<file path="config.mk">
export PLATFORM = sky130hd
export DESIGN_NAME = tlb_xlate_unit
export DESIGN_NICKNAME = d
export VERILOG_FILES = /design/src/rtl/tlb_xlate_pkg.sv /design/src/rtl/tlb_cam.sv /design/src/rtl/tlb_victim_ptr.sv /design/src/rtl/tlb_walker.sv /design/src/rtl/tlb_xlate_unit.sv
export SDC_FILE = /design/constraint.sdc
export NUM_CORES = 1
export LEC_CHECK = 0
export ABC_AREA = 1
export CAP_MARGIN = 20
export CORE_ASPECT_RATIO = 1.4
export CORE_MARGIN = 2
export CORE_UTILIZATION = 53
export CTS_BUF_LIST = sky130_fd_sc_hd__clkbuf_4 sky130_fd_sc_hd__clkbuf_8 sky130_fd_sc_hd__clkbuf_16
export CTS_CLUSTER_SIZE = 25
export DETAILED_ROUTE_END_ITERATION = 6
export DONT_BUFFER_PORTS = 1
export GPL_ROUTABILITY_DRIVEN = 0
export GPL_TIMING_DRIVEN = 0
export HOLD_SLACK_MARGIN = 0.03
export PLACE_DENSITY = 0.7
export SLEW_MARGIN = 25
export SYNTH_ARGS = -nofsm -noshare
export SYNTH_HDL_FRONTEND = slang
export SYNTH_SLANG_ARGS = --single-unit
</file>
<file path="constraint.sdc">
create_clock -name clk -period 10.6 [get_ports clk]
set_input_delay 2.12 -clock clk [delete_from_list [all_inputs] [get_ports clk]]
set_output_delay 2.12 -clock clk [all_outputs]
set_load 0.005 [all_outputs]
</file>
<file path="src/rtl/tlb_xlate_pkg.sv">
package tlb_xlate_pkg;

   typedef enum logic [1:0] {
      WK_IDLE   = 2'd0,
      WK_LOOKUP = 2'd1,
      WK_MREQ   = 2'd2,
      WK_MWAIT  = 2'd3
   } walk_state_e;

endpackage

</file>
<file path="src/rtl/tlb_cam.sv">
module tlb_cam #(
   parameter int ENTRIES = 8,
   parameter int TAG_W   = 20,
   parameter int DATA_W  = 20,
   parameter int IDX_W   = (ENTRIES > 1) ? $clog2(ENTRIES) : 1
) (
   input  logic              clk,
   input  logic              rst_n,
   input  logic              flush,
   input  logic [TAG_W-1:0]  lk_tag,
   output logic              hit,
   output logic [DATA_W-1:0] hit_data,
   input  logic              wr_en,
   input  logic [IDX_W-1:0]  wr_idx,
   input  logic [TAG_W-1:0]  wr_tag,
   input  logic [DATA_W-1:0] wr_data
);

   logic [ENTRIES-1:0] valid_q;
   logic [TAG_W-1:0]   tag_q  [ENTRIES];
   logic [DATA_W-1:0]  data_q [ENTRIES];
   logic [ENTRIES-1:0] match;

   initial begin
      assert (ENTRIES >= 2) else $error("tlb_cam: ENTRIES must be at least 2");
      assert ((1 << IDX_W) >= ENTRIES) else $error("tlb_cam: IDX_W too narrow");
   end

   // Parallel comparators, one per slot.
   genvar g;
   generate
      for (g = 0; g < ENTRIES; g++) begin : g_cmp
         assign match[g] = valid_q[g] && (tag_q[g] == lk_tag);
      end
   endgenerate

   assign hit = |match;

   always_comb begin
      hit_data = '0;
      for (int i = 0; i < ENTRIES; i++) begin
         if (match[i]) hit_data = hit_data | data_q[i];
      end
   end

   // Flush wins over a simultaneous write.
   always_ff @(posedge clk) begin
      if (!rst_n) begin
         valid_q <= '0;
      end else if (flush) begin
         valid_q <= '0;
      end else if (wr_en) begin
         for (int i = 0; i < ENTRIES; i++) begin
            if (wr_idx == IDX_W'(i)) valid_q[i] <= 1'b1;
         end
      end
   end

   always_ff @(posedge clk) begin
      if (wr_en && !flush) begin
         for (int i = 0; i < ENTRIES; i++) begin
            if (wr_idx == IDX_W'(i)) begin
               tag_q[i]  <= wr_tag;
               data_q[i] <= wr_data;
            end
         end
      end
   end

   // a page is never resident in two slots
   a_r6_single_match : assert property (@(posedge clk) disable iff (!rst_n)
      $onehot0(match));

   // after a flush nothing matches
   a_r8_flush_empties : assert property (@(posedge clk) disable iff (!rst_n)
      flush |=> !hit);

endmodule

</file>
<file path="src/rtl/tlb_victim_ptr.sv">
module tlb_victim_ptr #(
   parameter int ENTRIES = 8,
   parameter int IDX_W   = (ENTRIES > 1) ? $clog2(ENTRIES) : 1
) (
   input  logic             clk,
   input  logic             rst_n,
   input  logic             advance,
   output logic [IDX_W-1:0] ptr
);

   logic [IDX_W-1:0] ptr_q;

   initial begin
      assert (ENTRIES >= 2) else $error("tlb_victim_ptr: ENTRIES must be at least 2");
   end

   generate
      if ((1 << IDX_W) == ENTRIES) begin : g_pow2
         always_ff @(posedge clk) begin
            if (!rst_n)       ptr_q <= '0;
            else if (advance) ptr_q <= ptr_q + 1'b1;
         end
      end else begin : g_wrap
         always_ff @(posedge clk) begin
            if (!rst_n) ptr_q <= '0;
            else if (advance) begin
               if (ptr_q == IDX_W'(ENTRIES - 1)) ptr_q <= '0;
               else                              ptr_q <= ptr_q + 1'b1;
            end
         end
      end
   endgenerate

   assign ptr = ptr_q;

   // each fill moves the victim slot on
   a_r7_ptr_moves : assert property (@(posedge clk) disable iff (!rst_n)
      advance |=> ptr_q != $past(ptr_q));

   // no fill, no movement
   a_r9_ptr_holds : assert property (@(posedge clk) disable iff (!rst_n)
      !advance |=> $stable(ptr_q));

endmodule

</file>
<file path="src/rtl/tlb_walker.sv">
module tlb_walker
   import tlb_xlate_pkg::*;
#(
   parameter int VA_W          = 32,
   parameter int OFF_W         = 12,
   parameter int PFN_W         = 20,
   parameter int MEM_AW        = 32,
   parameter int MEM_DW        = 32,
   parameter int PTE_BYTES     = 4,
   parameter int PTE_VALID_BIT = 31,
   localparam int VPN_W        = VA_W - OFF_W,
   localparam int LEN_W        = VPN_W + 1,
   localparam int PA_W         = PFN_W + OFF_W,
   localparam int PTE_SHIFT    = $clog2(PTE_BYTES)
) (
   input  logic              clk,
   input  logic              rst_n,
   input  logic              req_valid,
   output logic              req_ready,
   input  logic [VA_W-1:0]   req_vaddr,
   input  logic [MEM_AW-1:0] pt_base,
   input  logic [LEN_W-1:0]  pt_len,
   output logic [VPN_W-1:0]  lk_vpn,
   input  logic              lk_hit,
   input  logic [PFN_W-1:0]  lk_pfn,
   output logic              fill_en,
   output logic [PFN_W-1:0]  fill_pfn,
   output logic              rsp_valid,
   output logic [PA_W-1:0]   rsp_paddr,
   output logic              rsp_fault,
   output logic              mem_req,
   input  logic              mem_gnt,
   output logic [MEM_AW-1:0] mem_addr,
   input  logic              mem_rvalid,
   input  logic [MEM_DW-1:0] mem_rdata
);

   walk_state_e      state_q;
   logic [VA_W-1:0]  vaddr_q;
   logic [VPN_W-1:0] vpn;
   logic [OFF_W-1:0] off;
   logic             in_range;
   logic             pte_ok;
   logic [PFN_W-1:0] pte_pfn;

   assign vpn      = vaddr_q[VA_W-1:OFF_W];
   assign off      = vaddr_q[OFF_W-1:0];
   assign lk_vpn   = vpn;
   assign in_range = {1'b0, vpn} < pt_len;

   assign req_ready = (state_q == WK_IDLE);
   assign mem_req   = (state_q == WK_MREQ);
   assign mem_addr  = pt_base + (MEM_AW'(vpn) << PTE_SHIFT);

   assign pte_ok   = mem_rdata[PTE_VALID_BIT];
   assign pte_pfn  = mem_rdata[PFN_W-1:0];
   assign fill_en  = (state_q == WK_MWAIT) && mem_rvalid && pte_ok;
   assign fill_pfn = pte_pfn;

   always_ff @(posedge clk) begin
      if (!rst_n) begin
         state_q   <= WK_IDLE;
         vaddr_q   <= '0;
         rsp_valid <= 1'b0;
         rsp_fault <= 1'b0;
         rsp_paddr <= '0;
      end else begin
         rsp_valid <= 1'b0;
         unique case (state_q)
            WK_IDLE: begin
               if (req_valid) begin
                  vaddr_q <= req_vaddr;
                  state_q <= WK_LOOKUP;
               end
            end
            WK_LOOKUP: begin
               if (!in_range) begin
                  rsp_valid <= 1'b1;
                  rsp_fault <= 1'b1;
                  rsp_paddr <= '0;
                  state_q   <= WK_IDLE;
               end else if (lk_hit) begin
                  rsp_valid <= 1'b1;
                  rsp_fault <= 1'b0;
                  rsp_paddr <= {lk_pfn, off};
                  state_q   <= WK_IDLE;
               end else begin
                  state_q   <= WK_MREQ;
               end
            end
            WK_MREQ: begin
               if (mem_gnt) state_q <= WK_MWAIT;
            end
            WK_MWAIT: begin
               if (mem_rvalid) begin
                  rsp_valid <= 1'b1;
                  rsp_fault <= !pte_ok;
                  rsp_paddr <= pte_ok ? {pte_pfn, off} : '0;
                  state_q   <= WK_IDLE;
               end
            end
            default: state_q <= WK_IDLE;
         endcase
      end
   end

   // a cached, in-range page answers next cycle without a table read
   a_r1_hit_no_read : assert property (@(posedge clk) disable iff (!rst_n)
      (state_q == WK_LOOKUP && in_range && lk_hit) |=> (rsp_valid && !rsp_fault && !mem_req));

   // an out-of-range page faults at once with no read
   a_r3_bound_fault : assert property (@(posedge clk) disable iff (!rst_n)
      (state_q == WK_LOOKUP && !in_range) |=> (rsp_valid && rsp_fault && !mem_req));

   // faults carry a zero address
   a_r3_fault_zero : assert property (@(posedge clk) disable iff (!rst_n)
      (rsp_valid && rsp_fault) |-> (rsp_paddr == '0));

   // request and address held until granted
   a_r4_req_hold : assert property (@(posedge clk) disable iff (!rst_n)
      (mem_req && !mem_gnt) |=> (mem_req && $stable(mem_addr)));

   // no second request while a read is outstanding
   a_r4_one_outstanding : assert property (@(posedge clk) disable iff (!rst_n)
      (mem_req && mem_gnt) |=> !mem_req);

   // single-cycle response strobe
   a_r11_rsp_pulse : assert property (@(posedge clk) disable iff (!rst_n)
      rsp_valid |=> !rsp_valid);

   // busy after acceptance
   a_r11_busy : assert property (@(posedge clk) disable iff (!rst_n)
      (req_valid && req_ready) |=> !req_ready);

endmodule

</file>
<file path="src/rtl/tlb_xlate_unit.sv">
module tlb_xlate_unit #(
   parameter int VA_W          = 32,
   parameter int OFF_W         = 12,
   parameter int PFN_W         = 20,
   parameter int TLB_ENTRIES   = 8,
   parameter int MEM_AW        = 32,
   parameter int MEM_DW        = 32,
   parameter int PTE_BYTES     = 4,
   parameter int PTE_VALID_BIT = 31,
   localparam int VPN_W        = VA_W - OFF_W,
   localparam int LEN_W        = VPN_W + 1,
   localparam int PA_W         = PFN_W + OFF_W,
   localparam int IDX_W        = (TLB_ENTRIES > 1) ? $clog2(TLB_ENTRIES) : 1
) (
   input  logic              clk,
   input  logic              rst_n,
   input  logic              flush,
   input  logic              req_valid,
   output logic              req_ready,
   input  logic [VA_W-1:0]   req_vaddr,
   input  logic [MEM_AW-1:0] pt_base,
   input  logic [LEN_W-1:0]  pt_len,
   output logic              rsp_valid,
   output logic [PA_W-1:0]   rsp_paddr,
   output logic              rsp_fault,
   output logic              mem_req,
   input  logic              mem_gnt,
   output logic [MEM_AW-1:0] mem_addr,
   input  logic              mem_rvalid,
   input  logic [MEM_DW-1:0] mem_rdata
);

   initial begin
      assert (OFF_W > 0 && OFF_W < VA_W) else $error("tlb_xlate_unit: bad OFF_W");
      assert (PTE_VALID_BIT < MEM_DW) else $error("tlb_xlate_unit: valid bit outside entry");
      assert (PFN_W <= PTE_VALID_BIT) else $error("tlb_xlate_unit: frame overlaps valid bit");
      assert ((PTE_BYTES & (PTE_BYTES - 1)) == 0) else $error("tlb_xlate_unit: PTE_BYTES not a power of two");
      assert (TLB_ENTRIES >= 2) else $error("tlb_xlate_unit: need at least two slots");
   end

   logic [VPN_W-1:0] lk_vpn;
   logic             lk_hit;
   logic [PFN_W-1:0] lk_pfn;
   logic             fill_en;
   logic [PFN_W-1:0] fill_pfn;
   logic [IDX_W-1:0] victim;
   logic             fill_kept;

   assign fill_kept = fill_en && !flush;

   tlb_walker #(
      .VA_W(VA_W), .OFF_W(OFF_W), .PFN_W(PFN_W), .MEM_AW(MEM_AW),
      .MEM_DW(MEM_DW), .PTE_BYTES(PTE_BYTES), .PTE_VALID_BIT(PTE_VALID_BIT)
   ) u_walker (
      .clk(clk), .rst_n(rst_n),
      .req_valid(req_valid), .req_ready(req_ready), .req_vaddr(req_vaddr),
      .pt_base(pt_base), .pt_len(pt_len),
      .lk_vpn(lk_vpn), .lk_hit(lk_hit), .lk_pfn(lk_pfn),
      .fill_en(fill_en), .fill_pfn(fill_pfn),
      .rsp_valid(rsp_valid), .rsp_paddr(rsp_paddr), .rsp_fault(rsp_fault),
      .mem_req(mem_req), .mem_gnt(mem_gnt), .mem_addr(mem_addr),
      .mem_rvalid(mem_rvalid), .mem_rdata(mem_rdata)
   );

   tlb_cam #(
      .ENTRIES(TLB_ENTRIES), .TAG_W(VPN_W), .DATA_W(PFN_W), .IDX_W(IDX_W)
   ) u_cam (
      .clk(clk), .rst_n(rst_n), .flush(flush),
      .lk_tag(lk_vpn), .hit(lk_hit), .hit_data(lk_pfn),
      .wr_en(fill_en), .wr_idx(victim), .wr_tag(lk_vpn), .wr_data(fill_pfn)
   );

   tlb_victim_ptr #(
      .ENTRIES(TLB_ENTRIES), .IDX_W(IDX_W)
   ) u_victim (
      .clk(clk), .rst_n(rst_n), .advance(fill_kept), .ptr(victim)
   );

endmodule

</file>
Word-level counts from Yosys, hierarchy flattened
Memory sizes are Yosys's and may differ from the RTL's.
Cells that the tools add are included.
- flip-flop bits (word level): 79
- RAM bits: 320
- input bits: 123
- output and inout bits: 68
- word-level logic and storage cells: 185
- memories: 2
- add/sub/neg operators: 2
- $lt $le $gt $ge: 1
- equal/unequal tests: 22
- multiplexer cells: 93
- bitwise gates (word level): 8
- reduce and logical (&&, ||, !) cells: 43
- memory list (memory ; depth ; bits a word ; rd ports ; clocked after Yosys merged registers in ; wr ports ; line ; text):
    u_cam.data_q ; 8 ; 20 ; 8 ; 0 ; 1 ; tlb_cam.sv:21 ; logic [DATA_W-1:0] data_q [ENTRIES];
    u_cam.tag_q ; 8 ; 20 ; 8 ; 0 ; 1 ; tlb_cam.sv:20 ; logic [TAG_W-1:0] tag_q [ENTRIES];
- operator list (kind ; count):
    20-bit 2-to-1 mux ; 22
    20-bit OR reduction ; 14
    20-bit equality test ; 8
    20-bit bitwise OR ; 7
    32-bit 2-to-1 mux ; 4
    32-bit one-hot mux with 2 select lines ; 1
    1-bit 2-to-1 mux ; 44
    3-bit 2-to-1 mux ; 14
    32-bit by 22-bit adder with 32-bit output ; 1
    20-bit by 21-bit less-than comparator with 1-bit output ; 1
    2-bit AND reduction ; 9
    3-bit equality test (second input constant) ; 4
    1-bit logical AND ; 11
    2-bit 2-to-1 mux ; 5
    2-bit one-hot mux with 4 select lines ; 1
    8-bit OR reduction ; 1
    3-bit by 2-bit equality test with 1-bit output (second input constant) ; 2
    3-bit AND reduction ; 2
    2-bit equality test (second input constant) ; 2
    2-bit inequality test (second input constant) ; 2
    1-bit one-hot mux with 2 select lines ; 2
    3-bit by 1-bit adder with 3-bit output (second input constant) ; 1
    3-bit by 1-bit equality test with 1-bit output (second input constant) ; 1
    3-bit zero test ; 1
    other kinds (8) ; 9

Longest topological paths before layout
Gate-level depths: netlist of the first run.
- word-level depth: 20
- depth in mapped cells: 18
- depth with buffers taken out: 15

Hierarchy
Synthesis of the first run repeated with hierarchy kept, for this count alone.
- cells, all modules: 2199
- area total of the unflattened synthesis: 19955.4 um^2
- modules (own cells, without submodules) (module ; times used ; cells an instance ; area each (um^2) ; sequential area each (um^2)):
    tlb_cam ; 1 ; 1344 ; 14518.9 ; 9769.4
    tlb_walker ; 1 ; 837 ; 5305.1 ; 1361.3
    tlb_victim_ptr ; 1 ; 16 ; 121.4 ; 60.1
    tlb_xlate_unit ; 1 ; 2 ; 10.0 ; 0.0

Least setup slack after synthesis of the first run
No wires, ideal clock.
- kind: input port to output port
- start: input pt_base[2]
- end: output mem_addr[22]
- data arrival time: 3.908 ns
- path slack: 4.572 ns
- cell stages on the path: 12
- cell sequence: ha_1 > inv_1 > fa_1 > inv_1 > nand3_1 > nand2_1 > a21boi_0 > o21bai_1 > a21oi_1 > o21ai_0 > a21oi_1 > xnor2_1
- longest elaborated chain between the ends: 1
- RTL lines (item ; line ; text):
    start: declaration ; tlb_xlate_unit.sv:21 ; input logic [MEM_AW-1:0] pt_base,
    32-bit by 22-bit adder with 32-bit output ; tlb_walker.sv:53 ; assign mem_addr = pt_base + (MEM_AW'(vpn) << PTE_SHIFT);
    end: declaration ; tlb_xlate_unit.sv:28 ; output logic [MEM_AW-1:0] mem_addr,
Every way passes these cells.

Worst setup path after layout of the first run
Same ends and word-level chain as after synthesis.

==> results.cfg, run 1 <==
[power]
p_leak_nw = 8.758
pwr_density_cell_mw_per_mm2 = 169.0
vdd_drop_max_v = 0.0001194

[critical_path]
worst-r2r-cell-count = 15
critPathLaunch = pt_base[2]
r2r-start = u_walker.vaddr_q[27]$_SDFFE_PN0P_
critPathRequiredTime_ns = 8.48
reg2reg_slack_ns = 6.85
end_kind = output pin
crit_chain = ha_1 -> inv_1 -> fa_1 -> inv_1 -> nand3_1 -> nand2_1 -> a21boi_0 -> o21bai_1 -> a21oi_1 -> o21ai_0 -> a21oi_1 -> xnor2_1
cp_max_fo = 3
rr_endpoint = u_walker.rsp_paddr[19]$_SDFFE_PN0P_
arrival_ns = 4.47
cp-start-kind = primary input
slowest_delay_ns = 0.40
cpMaxStageDelayCell = fa_1
crit_path_end = mem_addr[22]
path_class = in2out

[clocking]
cts-root-buf = clkbuf_16
cts_resized = 0
clkTransAtPathRegs_ns = 0.07
cts_sinks = 399
cts_buffer_depth = 3
cts_hold_buffers = 0
htreeDepth = 2
cts_tree = built
cts_setup_buffers = 0
worst_skew_pair.late_latency_ns = 0.55
cts_buffers = 39

[detailed_routing]
drc = 0
vias_per_cell = 5.794
wl_mm = 57.22
first_pass_iters = 5
vias = 14800
drt_iter0_markers = 1273
ant_nets = 0
routedWlPerCell_um = 22.40

[timing]
finClkSkew_ns = 0.02770
hold_ws_ns = 0.4584
worstMarginPinSlew_ns = 1.059
slew_viol_final = 0
rsz0062_at_grt = false
max_freq_ghz = 0.1517
period_share_pct = 62.19
final_hold_viol_count = 0
fin_setup_tns_ns = 0
maxSlewHeadroom_pct = 29.28
period_needed_ns = 6.593
finalSetupViolCount = 0

[run]
maxCapViolCount = 0

[placement]
placed_cells = 2485
numPortBuffers = 0
dpl.hpwl_mm = 40.34

[synth]
synth_warnings = 0
syn_avg_cell_area_um2 = 9.394
ys.flop_type = edfxtp_1
synth_area_mm2 = 0.01892
yosys.cell_types.count = 40
syn_inst = 2014
syn-num-nets = 2183
ys_seq_area_share_pct = 59.15
ys_ff_latch = 399
async_reset_ff_share_pct = 0
synth_edf_count = 320

[grt]
grt_first_pass_wirelength_mm = 83.84
antenna_found_initial = 0
busiest_layer = met2
grt_max_degree = 23
grt_use_met1_pct = 33.17
track_usage_pct = 30.59
grt.met2_usage_pct = 54.53
gr-usage-met3_pct = 6.267
grt-ovfl-total = 0
grt_pass1_vias = 14550

[finish]
drive_gt1_share_pct = 8.818
layout.nets = 2239
multi_input_area_mm2 = 0.006421
fin_cells = 2554
area_delta_synth_final_pct = 12.14
fillerInstances = 2870
diodes = 0
ff_latch_area_mm2 = 0.01119

[worst_hold_path]
hold_path.class = reg2reg

[floorplanning]
initial_utilization_pct = 53.95
dieArea_mm2 = 0.03725
io_pins = 191
coreArea_mm2 = 0.03507
num_rows = 81
die_w_um = 163.7
die_y_um = 227.6

[status]
outcome = finished, final reports clean
==> registers in the layout (all words and copies together), names as in the netlist, named ones only <==
signal / cells
u_cam.data_q: 160
u_cam.tag_q: 160
u_cam.valid_q: 8
u_victim.ptr: 3
u_walker.rsp_fault: 1
u_walker.rsp_paddr: 32
u_walker.rsp_valid: 1
u_walker.state_q: 1
u_walker.vaddr_q: 32
==> per-layer routing <==
metal  part of all wire [%]  routed length, um  up-vias
met5                      0                  0        -
met4                    6.5               3692        0
met3                    8.3               4746      194
met2                     51              29060      768
met1                     34              19720     6993
li1                       -                  -     6844
==> worst max-delay path, delay by kind of cell <==
kind / cells / cell delay [ns]
AND/OR/NAND/NOR: 2 / 0.18
adder cells (fa/ha/maj): 2 / 0.54
AO/OA/AOI/OAI: 5 / 1.25
buffers and inverters: 2 / 0.17
XOR/XNOR: 1 / 0.20
==> cell families (layout without fill, tap and decap cells) <==
logic type / Yosys count / after routing / share of synthesized area (%)
simple gates: 917 / 917 / 20.49
flops: 399 / 399 / 59.15
buf+inv: 316 / 400 / 7.228
compound gates: 288 / 288 / 7.830
xor+xnor: 48 / 48 / 2.222
fa+ha+maj: 46 / 46 / 3.082
==> area by class of cell <==
class                      instances  area share [%]
multi-input combinational       1299           30.26
inverter                         244           4.329
buffer                            72           2.117
tap                              456           2.689
clock buffer                      53           5.296
timing repair buffer              15           1.805
clock inverter                    16          0.7549
sequential                       399           52.75
==> report_power, final <==
group / leakage (nW) / switching, mW / internal [mW] / total [mW]
Sequential: 3.55 / 0.0672 / 1.73 / 1.80
Clock: 0.640 / 0.590 / 0.818 / 1.41
Combinational: 4.57 / 0.259 / 0.123 / 0.382
Total: 8.76 / 0.916 / 2.67 / 3.59
==> how the worst min path moves through the flow <==
stage	startpoint	end	slack (ns)	cells after the start
3_5_place_dp	u_cam.valid_q[3]$_SDFFE_PP0P_	u_cam.valid_q[3]$_SDFFE_PP0P_	0.45	2
3_3_place_gp	u_walker.vaddr_q[8]$_SDFFE_PN0P_	u_walker.vaddr_q[8]$_SDFFE_PN0P_	0.44	2
5_1_grt	u_cam.valid_q[0]$_SDFFE_PP0P_	u_cam.valid_q[0]$_SDFFE_PP0P_	0.48	2
4_1_cts	u_cam.valid_q[0]$_SDFFE_PP0P_	u_cam.valid_q[0]$_SDFFE_PP0P_	0.46	2
6_report	u_cam.valid_q[0]$_SDFFE_PP0P_	u_cam.valid_q[0]$_SDFFE_PP0P_	0.46	2
2_1_floorplan	u_cam.valid_q[2]$_SDFFE_PP0P_	u_cam.valid_q[2]$_SDFFE_PP0P_	0.43	2
==> per-stage QoR <==
step / instance area [um2] / worst slack (ns) / util, % / power [mW]
floorplan: 18920 / 4.572 / - / 2.062
global placement: 19490 / 3.905 / 55.58 / 2.193
detailed placement: 19930 / 4.079 / 56.84 / 2.205
CTS: 21220 / 4.073 / 60.50 / 3.584
global route: 21220 / 3.782 / 60.50 / 3.685
finish: 21220 / 4.007 / 60.50 / 3.586
==> layout by cell type, fill, tap and decap left out, types with 4 or more instances in the layout <==
master     netlist  layout
clkbuf_1        18      18
clkinv_1         0       5
o211ai_1         6       6
inv_2           16      16
edfxtp_1       320     320
nor2_1         236     228
nor3_1           7       7
o21ai_0        162     162
nor2_4           3      11
nor4_1           4       4
inv_1          227     228
nand3_2          7       7
nand2_1        505     505
or2_2            7       7
buf_16           0      11
clkbuf_8         0       4
nand4_1         95      95
xor2_1          14      14
o21ai_1         32      32
nor2_2          10      10
buf_6           14      14
a21oi_1         77      77
dfxtp_1         79      79
ha_1            45      45
nand3_1         37      37
xnor2_1         34      34
buf_2           29      29
clkbuf_16        0      40
buf_12           0       4
buf_4           10      10
clkbuf_4         0       9
==> synth_stat cells (2+ instances only) <==
master    instances  area share, %
nand2_1         505             10
edfxtp_1        320             51
nor2_1          236            4.7
inv_1           227            4.5
o21ai_0         162            4.3
nand4_1          95            3.1
dfxtp_1          79            8.4
a21oi_1          77            2.0
ha_1             45            3.0
nand3_1          37           0.98
xnor2_1          34            1.6
o21ai_1          32           0.85
buf_2            29           0.77
clkbuf_1         18           0.36
inv_2            16           0.32
buf_6            14           0.83
xor2_1           14           0.65
buf_4            10           0.40
nor2_2           10           0.33
nand3_2           7           0.37
nor3_1            7           0.19
or2_2             7           0.23
o211ai_1          6           0.24
nor4_1            4           0.13
a21o_1            3           0.12
nor2_4            3           0.18
a21boi_0          2          0.079
a31oi_1           2          0.066
o21bai_1          2          0.079
Note: power is estimated with default switching activity, not from simulation.
==> run 2: changes to the inputs <==
PLACE_DENSITY = 0.73   (was 0.7)
clock period = 5.7 ns   (was 10.6 ns; I/O delays follow)
==> results.cfg, run 2 (synthesized netlist as in run 1, its figures left out) <==
[finish]
diodes = 0
layout.cells.most_common_list = 505 x nand2_1, 320 x edfxtp_1, 228 x nor2_1, 227 x inv_1, 162 x o21ai_0
final_common_cell = nand2_1
ff_latch_area_mm2 = 0.01119
layout.nets = 2235
multi_input_area_mm2 = 0.006421
reg_top3 = u_cam.data_q x160, u_cam.tag_q x160
final_util_pct = 60.23
drive_gt1_share_pct = 8.687
stdcell_area_mm2 = 0.02112
area_delta_synth_final_pct = 11.64
fillerInstances = 2894

[detailed_routing]
routedWlPerCell_um = 22.47
wl_mm = 57.33
drc = 0
vias = 15040
first_pass_iters = 6
vias_per_cell = 5.895
ant_nets = 0
drt_iter0_markers = 1706

[clocking]
cts-root-buf = clkbuf_16
htreeDepth = 2
cts_tree = built
cts_setup_buffers = 0
worst_skew_pair.late_latency_ns = 0.54
cts_hold_buffers = 0
cts_buffer_depth = 3
cts_sinks = 399
clkTransAtPathRegs_ns = 0.07
cts_buffers = 37
cts_resized = 0

[floorplanning]
initial_utilization_pct = 53.95
die_y_um = 227.6
coreArea_mm2 = 0.03507
die_w_um = 163.7
dieArea_mm2 = 0.03725
io_pins = 191
num_rows = 81

[grt]
grt_max_degree = 23
grt-ovfl-total = 0
antenna_found_initial = 0
grt_pass1_vias = 14990
grt_first_pass_wirelength_mm = 84.84
track_usage_pct = 30.69

[power]
intPower_mw = 4.904
fin_total_pwr_mw = 6.593
pwr-share-clk_pct = 38.5
pwr-share-comb_pct = 10.9
switching_share_pct = 25.62
vdd_drop_max_v = 0.0002161
p_leak_nw = 8.724
pwr_density_cell_mw_per_mm2 = 312.2
p_switching_mw = 1.689
pwr-share-seq_pct = 50.7

[timing]
hold_ws_ns = 0.4576
finalSetupViolCount = 0
rsz0062_at_grt = false
max_freq_ghz = 0.1936
fin_setup_tns_ns = 0
finClkSkew_ns = 0.01100
final_hold_viol_count = 0
period_share_pct = 90.64
period_needed_ns = 5.166
slew_viol_final = 0
maxSlewHeadroom_pct = 32.99
worstMarginPinSlew_ns = 1.004

[critical_path]
cp-start-kind = flop
path_buf_inv = 3
end_kind = output pin
cp_max_fo = 15
cpMostUsedCell = a21oi_1
critPathRequiredTime_ns = 4.56
arrival_ns = 4.03
cpMaxStageDelayCell = dfxtp_1
crit_chain = inv_2 -> buf_6 -> fa_1 -> inv_1 -> nand3_1 -> nand2_1 -> a21boi_0 -> o21bai_1 -> a21oi_1 -> o21ai_0 -> a21oi_1 -> xnor2_1
slowest_delay_ns = 0.83
path_class = reg2out
crit_family = compound AO/OA/AOI/OAI gates

[worst_hold_path]
hold_path.class = reg2reg

[placement]
dpl-instance-area_mm2 = 0.01989
numPortBuffers = 0
dpl.hpwl_mm = 40.27

[run]
maxCapViolCount = 0

[status]
outcome = finished, final reports clean
## run 2: cell types whose count changed in the layout (fill, tap and decap cells not counted), moves of 2 or more
cell	delta
clkbuf_4	+2
buf_12	-2
clkinvlp_4	-2
clkbuf_8	-3
clkinv_2	+4
## run 2: metal layers
layer	part of all wire, %	global-route usage [%]	vias up
met5	0	0	-
met1	34	33.57	7100
met4	6.7	19.27	0
met2	50	54.31	901
met3	9.1	6.158	210
li1	-	-	6826
## run 2: path summary, 6_finish.rpt
check	cells after the start	startpoint	slack [ns]	endpoint
setup / recovery	12	u_walker.vaddr_q[13]$_SDFFE_PN0P_	0.53	mem_addr[22]
hold / removal	2	u_walker.vaddr_q[3]$_SDFFE_PN0P_	0.46	u_walker.vaddr_q[3]$_SDFFE_PN0P_
setup reg to reg	17	u_walker.vaddr_q[29]$_SDFFE_PN0P_	1.80	u_walker.rsp_fault$_SDFFE_PN0P_
hold reg to reg	2	u_walker.vaddr_q[3]$_SDFFE_PN0P_	0.46	u_walker.vaddr_q[3]$_SDFFE_PN0P_
## run 2: final cells by class
type                       instances  share of cell area, %
sequential                       399                  52.98
clock buffer                      51                  5.077
multi-input combinational       1299                  30.40
inverter                         244                  4.348
clock inverter                    17                 0.7405
timing repair buffer              13                  1.623
tap                              456                  2.701
buffer                            72                  2.127
## run 2: stage by stage
step                      cells  setup WS [ns]
after global placement     2470         0.1674
after global routing       2551         0.4014
after CTS                  2551         0.6372
after detailed placement   2483          1.127
after floorplan            2014          1.632
final                      2551         0.5337
## run 2: worst reg2reg max path, cell delays in order (launching register included)
cell and delay, ns:
dfxtp_1 0.89, inv_2 0.24, buf_2 0.30, nand2_1 0.09, o21ai_0 0.08, nor2_1 0.14, nand2_1 0.07, nor2_1 0.47
nand3_2 0.40, nand2_1 0.16, nor2_1 0.11, nand3_2 0.08, nand2_2 0.06, nand2_4 0.19, buf_4 0.28, nand2_1 0.09
nand2_1 0.09, nor2_1 0.05
## run 2: power groups by stage
stage / registers (mW) / clock network (mW) / logic, mW
floorplan: 3.33 / 0 / 0.501
global placement: 3.40 / 0 / 0.679
detailed placement: 3.40 / 0 / 0.698
CTS: 3.34 / 2.54 / 0.707
global route: 3.34 / 2.64 / 0.789
finish: 3.34 / 2.54 / 0.716
